[src/rtl/psw_pkg.sv]
package psw_pkg;

    typedef enum logic {
        IEN_OFF = 1'b0,
        IEN_ON  = 1'b1
    } ien_state_e;

    typedef struct packed {
        logic pv;
        logic ac;
        logic cy;
    } arith_flags_t;

endpackage

[src/rtl/psw_flag_calc.sv]
module psw_flag_calc
    import psw_pkg::*;
#(
    parameter int DATA_W = 8,
    parameter int NIB_W  = 4
) (
    input  logic [DATA_W-1:0] a,
    input  logic [DATA_W-1:0] b,
    input  logic              sub,
    output arith_flags_t      nxt
);
    localparam int MSB = DATA_W - 1;

    logic [DATA_W:0] full;
    logic [MSB:0]    low;
    logic [NIB_W:0]  nib;

    always_comb begin
        if (sub) begin
            full = {1'b0, a} - {1'b0, b};
            low  = {1'b0, a[MSB-1:0]} - {1'b0, b[MSB-1:0]};
            nib  = {1'b0, a[NIB_W-1:0]} - {1'b0, b[NIB_W-1:0]};
        end else begin
            full = {1'b0, a} + {1'b0, b};
            low  = {1'b0, a[MSB-1:0]} + {1'b0, b[MSB-1:0]};
            nib  = {1'b0, a[NIB_W-1:0]} + {1'b0, b[NIB_W-1:0]};
        end
        nxt.cy = full[DATA_W];
        nxt.pv = low[MSB] ^ full[DATA_W];
        nxt.ac = nib[NIB_W];
    end
endmodule

[src/rtl/psw_ien_fsm.sv]
module psw_ien_fsm
    import psw_pkg::*;
(
    input  logic clk,
    input  logic rst,
    input  logic ei,
    input  logic di,
    input  logic ack,
    output logic ie
);
    ien_state_e state_q, state_d;
    logic       drop;

    assign drop = di | ack;

    always_ff @(posedge clk) begin
        if (rst) state_q <= IEN_OFF;
        else     state_q <= state_d;
    end

    always_comb begin
        state_d = state_q;
        unique case (state_q)
            IEN_OFF: if (ei && !drop) state_d = IEN_ON;
            IEN_ON:  if (drop)        state_d = IEN_OFF;
        endcase
    end

    always_comb begin
        unique case (state_q)
            IEN_OFF: ie = 1'b0;
            IEN_ON:  ie = 1'b1;
        endcase
    end
endmodule

[src/rtl/psw_accept_gate.sv]
module psw_accept_gate (
    input  logic ie,
    input  logic mreq,
    input  logic mmask,
    input  logic nmi_req,
    input  logic xfer_req,
    input  logic xfer_mask,
    output logic take_mask,
    output logic take_nmi,
    output logic take_xfer
);
    always_comb begin
        take_nmi  = nmi_req;
        take_xfer = xfer_req & ~xfer_mask;
        take_mask = ie & mreq & ~mmask;
    end
endmodule

[src/rtl/psw_unit.sv]
module psw_unit
    import psw_pkg::*;
#(
    parameter int DATA_W = 8,
    parameter int NIB_W  = 4
) (
    input  logic              clk,
    input  logic              rst,
    input  logic [DATA_W-1:0] op_a,
    input  logic [DATA_W-1:0] op_b,
    input  logic              op_sub,
    input  logic              flag_we,
    input  logic              ei_stb,
    input  logic              di_stb,
    input  logic              int_ack,
    input  logic              rss_we,
    input  logic              rss_d,
    input  logic              mreq,
    input  logic              mmask,
    input  logic              nmi_req,
    input  logic              xfer_req,
    input  logic              xfer_mask,
    output logic              flag_pv,
    output logic              flag_ac,
    output logic              flag_cy,
    output logic              flag_ie,
    output logic              flag_rss,
    output logic              take_mask,
    output logic              take_nmi,
    output logic              take_xfer
);
    arith_flags_t calc_d, flags_q;
    logic         rss_q;

    psw_flag_calc #(.DATA_W(DATA_W), .NIB_W(NIB_W)) u_calc (
        .a   (op_a),
        .b   (op_b),
        .sub (op_sub),
        .nxt (calc_d)
    );

    always_ff @(posedge clk) begin
        if (rst) begin
            flags_q <= '0;
            rss_q   <= 1'b0;
        end else begin
            if (flag_we) flags_q <= calc_d;
            if (rss_we)  rss_q   <= rss_d;
        end
    end

    psw_ien_fsm u_ien (
        .clk (clk),
        .rst (rst),
        .ei  (ei_stb),
        .di  (di_stb),
        .ack (int_ack),
        .ie  (flag_ie)
    );

    psw_accept_gate u_gate (
        .ie        (flag_ie),
        .mreq      (mreq),
        .mmask     (mmask),
        .nmi_req   (nmi_req),
        .xfer_req  (xfer_req),
        .xfer_mask (xfer_mask),
        .take_mask (take_mask),
        .take_nmi  (take_nmi),
        .take_xfer (take_xfer)
    );

    assign flag_pv  = flags_q.pv;
    assign flag_ac  = flags_q.ac;
    assign flag_cy  = flags_q.cy;
    assign flag_rss = rss_q;
endmodule

[config.mk]
export PLATFORM = sky130hd
export DESIGN_NAME = psw_unit
export DESIGN_NICKNAME = d
export VERILOG_FILES = /design/src/rtl/psw_pkg.sv /design/src/rtl/psw_flag_calc.sv /design/src/rtl/psw_ien_fsm.sv /design/src/rtl/psw_accept_gate.sv /design/src/rtl/psw_unit.sv
export SDC_FILE = /design/constraint.sdc
export NUM_CORES = 1
export LEC_CHECK = 0
export BUFFER_PORTS_ARGS = -buffer_cell sky130_fd_sc_hd__clkbuf_2
export CORE_AREA = 2 2 39 41
export CTS_BUF_LIST = sky130_fd_sc_hd__clkbuf_8
export CTS_CLUSTER_SIZE = 24
export DETAILED_ROUTE_END_ITERATION = 12
export DIE_AREA = 0 0 41 43
export PLACE_DENSITY = 0.81
export REMOVE_ABC_BUFFERS = 1
export SLEW_MARGIN = 20
export SYNTH_ARGS = -nofsm -noshare
export SYNTH_HDL_FRONTEND = slang
export SYNTH_HIERARCHICAL = 1
export SYNTH_SLANG_ARGS = --single-unit
[constraint.sdc]
create_clock -name clk -period 4.4 [get_ports clk]
set_input_delay 0.66 -clock clk [delete_from_list [all_inputs] [get_ports clk]]
set_output_delay 0.66 -clock clk [all_outputs]
set_load 0.02 [all_outputs]
**Word-level counts from Yosys, hierarchy flattened**

Cells that the tools add are included.

- Add/sub/neg operators: 6
- Multiplexer cells: 7
- Bitwise logic cells: 8
- Reductions and logical operators: 2

Operator list:

| kind | count |
|---|---|
| 8-bit by 8-bit adder with 9-bit output | 1 |
| 9-bit two-way mux | 1 |
| 8-bit by 8-bit subtractor with 9-bit output | 1 |
| 7-bit by 7-bit adder with 8-bit output | 1 |
| 8-bit two-way mux | 1 |
| 7-bit by 7-bit subtractor with 8-bit output | 1 |
| 4-bit by 4-bit adder with 5-bit output | 1 |
| 5-bit two-way mux | 1 |
| 4-bit by 4-bit subtractor with 5-bit output | 1 |
| 1-bit one-hot mux with 2 select lines | 2 |
| 1-bit bitwise AND | 3 |
| 1-bit inverter | 3 |
| 1-bit two-way mux | 2 |
| 1-bit logical AND | 1 |
| 1-bit zero test | 1 |
| 1-bit OR | 1 |
| 1-bit bitwise XOR | 1 |

- Bits in registers: 5
- Bits of input ports: 30
- Word-level logic and storage cells: 28

**Longest topological paths before layout**

- Depth after elaboration: 5
- Depth in mapped cells: 14

**By module**

The synthesis kept the hierarchy.

By module, submodules not included:

| module | cells an instance | area an instance (sq um) | sequential area each (sq um) | instances |
|---|---|---|---|---|
| psw_flag_calc | 52 | 372.9 | 0.0 | 1 |
| psw_unit | 12 | 135.1 | 80.1 | 1 |
| psw_ien_fsm | 3 | 36.3 | 20.0 | 1 |
| psw_accept_gate | 3 | 22.5 | 0.0 | 1 |

**Least setup slack after synthesis**

No wires, ideal clock.

- Path kind: input-to-reg
- Start point: input port op_b[0]
- End point: register flags_q, in the netlist flag_pv
- Buffers on the path: 0
- Stages on the path: 13
- Slack: 1.866 ns
- Required time: 4.286 ns
- Library setup time: 0.114 ns
- Arrival: 2.420 ns
- Path through: inv_1 ha_1 nand2b_1 nor4_1 nor2_1 xnor2_1 ha_1 nand3_1 o31ai_1 mux2i_1 xnor2_1 mux2i_1 nor2_1

RTL lines:

| item | line | source |
|---|---|---|
| from (decl) | psw_unit.sv:10 | `input logic [DATA_W-1:0] op_b,` |
| to (signal assigned) | psw_unit.sv:47 | `if (flag_we) flags_q <= calc_d;` |
| to (decl) | psw_unit.sv:32 | `arith_flags_t calc_d, flags_q;` |

==> results.sh <==
export IMPL_whs_ps=486
export IMPL_htree_num_levels=1
export IMPL_met3_usage_pct=2.62
export IMPL_grt_pass1_vias=554
export IMPL_synth_seq_area_share_pct=17.7
export IMPL_drv_cap=0
export IMPL_drive_above_1_share_pct=37.4
export IMPL_ant_nets=0
export IMPL_fmax_mhz=375
export IMPL_maxSlewViolCount=0
export IMPL_cp_required_ps=4510
export IMPL_final_setup_skew_ps=0
export IMPL_antenna_cells=0
export IMPL_wl_per_cell_um=9.63
export IMPL_port_buffers=35
export IMPL_yosysUniqueCellTypes=22
export IMPL_setup_viol_count_final=0
export IMPL_cts_tree="yes"
export IMPL_worstSetupStartpointType="primary input"
export IMPL_firstDrtPassIters=2
export IMPL_wirelength_um=1180
export IMPL_period_share_pct=60.6
export IMPL_path_buf_inv=2
export IMPL_grt_pass1_wl_um=1870
export IMPL_fin_ws_ps=1730
export IMPL_antenna_found_initial=0
export IMPL_dpl_hpwl_um=1070
export IMPL_met2_usage_pct=26.9
export IMPL_die_w_um=41
export IMPL_ys_seq_elements=5
export IMPL_ios=38
export IMPL_first_iter_violations=1
export IMPL_syn_cell_area_um2=567
export IMPL_row_count=14
export IMPL_critPathKind="in -> reg"
export IMPL_async_flop_share_pct=0
export IMPL_fin_util_pct=57.5
export IMPL_fin_tns_setup_ps=0
export IMPL_maxSlewHeadroom_pct=64.3
export IMPL_vias=608
export IMPL_dp_slack_ps=1510
export IMPL_path_clk_slew_ps=30
export IMPL_routabilityCongestion=0.733
export IMPL_cp_end_kind="flip-flop"
export IMPL_cp_slowest_cell="o31ai_1"
export IMPL_crit_fanout=4
export IMPL_gr_usage_all_layers_pct=15.6
export IMPL_drc_errors=0
export IMPL_cts_buffer_depth=2
export IMPL_cts_made_buffers=3
export IMPL_vdd_drop_max_mv=0.183
export IMPL_stdcell_area_um2=796
export IMPL_clk_latency_ps=220
export IMPL_syn2layout_area_growth_pct=40.4
export IMPL_place_area_um2=751
export IMPL_die_h_um=43
export IMPL_core_area_mm2=0.00138
export IMPL_cts_resized=0
export IMPL_final_nets=146
export IMPL_cts_setup_buffers=0
export IMPL_ys_warn_count=6
export IMPL_final_common_cell="clkbuf_2"
export IMPL_dieArea_mm2=0.00176
export IMPL_synth_edff_count=0
export IMPL_critical_path_arrival_ps=2770
export IMPL_max_slew_worst_pin_slew_ps=531
export IMPL_cts_hold_buf=0
export IMPL_min_path_type="reg -> reg"
export IMPL_grt_overflow=0
export IMPL_grt_max_degree=10
export IMPL_p_per_area_mw_per_mm2=268
export IMPL_ys_dominant_reg_cell="dfxtp_1"
export IMPL_top_usage_layer="met2"
export IMPL_fin_crit_ps=2670
export IMPL_crit_path_max_incr_delay_ps=300
export IMPL_syn_area_per_cell_um2=8.10
export IMPL_most_common_layout_cells="35 x clkbuf_2, 16 x nor2_1, 9 x xnor2_1"
export IMPL_cpLargestDelayFamily="simple AND/OR/NAND/NOR gates"
export IMPL_met1_usage_pct=15.9
export IMPL_syn_inst=70
export IMPL_finalHoldViolCount=0
export IMPL_cts_sinks=5
export IMPL_crit_chain="clkbuf_2, inv_1, ha_1, nand2b_1, nor4_1, nor2_1, xnor2_1, ha_1, nand3_1, o31ai_1, mux2i_1, xnor2_1, mux2i_1, nor2_1"
export IMPL_start_util_pct=41.0
export IMPL_p_leak_nw=0.418
export IMPL_vias_per_cell=4.94
export IMPL_status="finished clean"
export IMPL_rsz0062_at_grt="no"
export IMPL_cts_root_buf="clkbuf_8"
[layer usage]
| layer | vias up | share of wire [%] |
|---|---|---|
| met1 | 265 | 39 |
| li1 | 318 | - |
| met2 | 21 | 53 |
| met5 | - | 0 |
| met4 | 0 | 2.0 |
| met3 | 4 | 6.6 |
[Yosys cell counts (2+ instances only)]
cell type  count  area [um^2]
dfxtp_1        5          100
xnor2_1        9         78.8
inv_1          2         7.51
nor2_1        16         60.1
nor4_1         2         12.5
ha_1           8          100
nor3_1         2         10.0
nand2b_1       3         18.8
a21oi_1        5         25.0
mux2i_1        6         60.1
[path summary, 6_finish.rpt]
kind	cells after the start	endpoint	from	slack [ps]
max	14	flag_pv	op_b[0]	1730
min	2	flag_cy	flag_cy	490
max reg2reg	2	u_ien/state_q	u_ien/state_q	3800
min reg2reg	2	flag_cy	flag_cy	490
[through the flow]
stage	total power (W)	instances
after floorplan	0.000105	68
after global placement	0.000131	119
after detailed placement	0.000134	119
after CTS	0.000216	123
after global routing	0.000231	123
final	0.000213	123
[flip-flops by register name, indices dropped and copies added (netlist names)]
name           count
flag_ac            1
flag_pv            1
flag_cy            1
u_ien/state_q      1
flag_rss           1
[layout make-up]
cell class	instances	area (um^2)
clock buffer	3	41.3
clock inverter	1	3.75
fill	133	588
inverter	2	7.51
multi-input combinational	61	448
sequential	5	100
tap	16	20.0
timing repair buffer	35	175
[kinds of logic (layout without fill, tap and decap cells)]
kind of cell / count (synthesis) / after routing / synth area share, %
DFF: 5 / 5 / 17.7
buffers and inverters: 4 / 41 / 3.31
muxes: 6 / 6 / 10.6
and+or+nand+nor: 28 / 28 / 24.3
AOI/OAI and AO/OA: 9 / 9 / 11.0
xor gates and xnor gates: 10 / 10 / 15.5
adders and majority gates: 8 / 8 / 17.7
[worst reg2reg max path: stages (launching register included)]
cell     delay [ps]
dfxtp_1         340
nor2_1           60
nor4_2          120
[report_power, final]
part           switching (W)  internal (W)  total [W]  leakage, nW
Combinational      0.0000408     0.0000398  0.0000805        0.350
Sequential        0.00000193     0.0000497  0.0000517       0.0411
Clock              0.0000214     0.0000597  0.0000811       0.0269
Power figures use the tool's default switching activity.
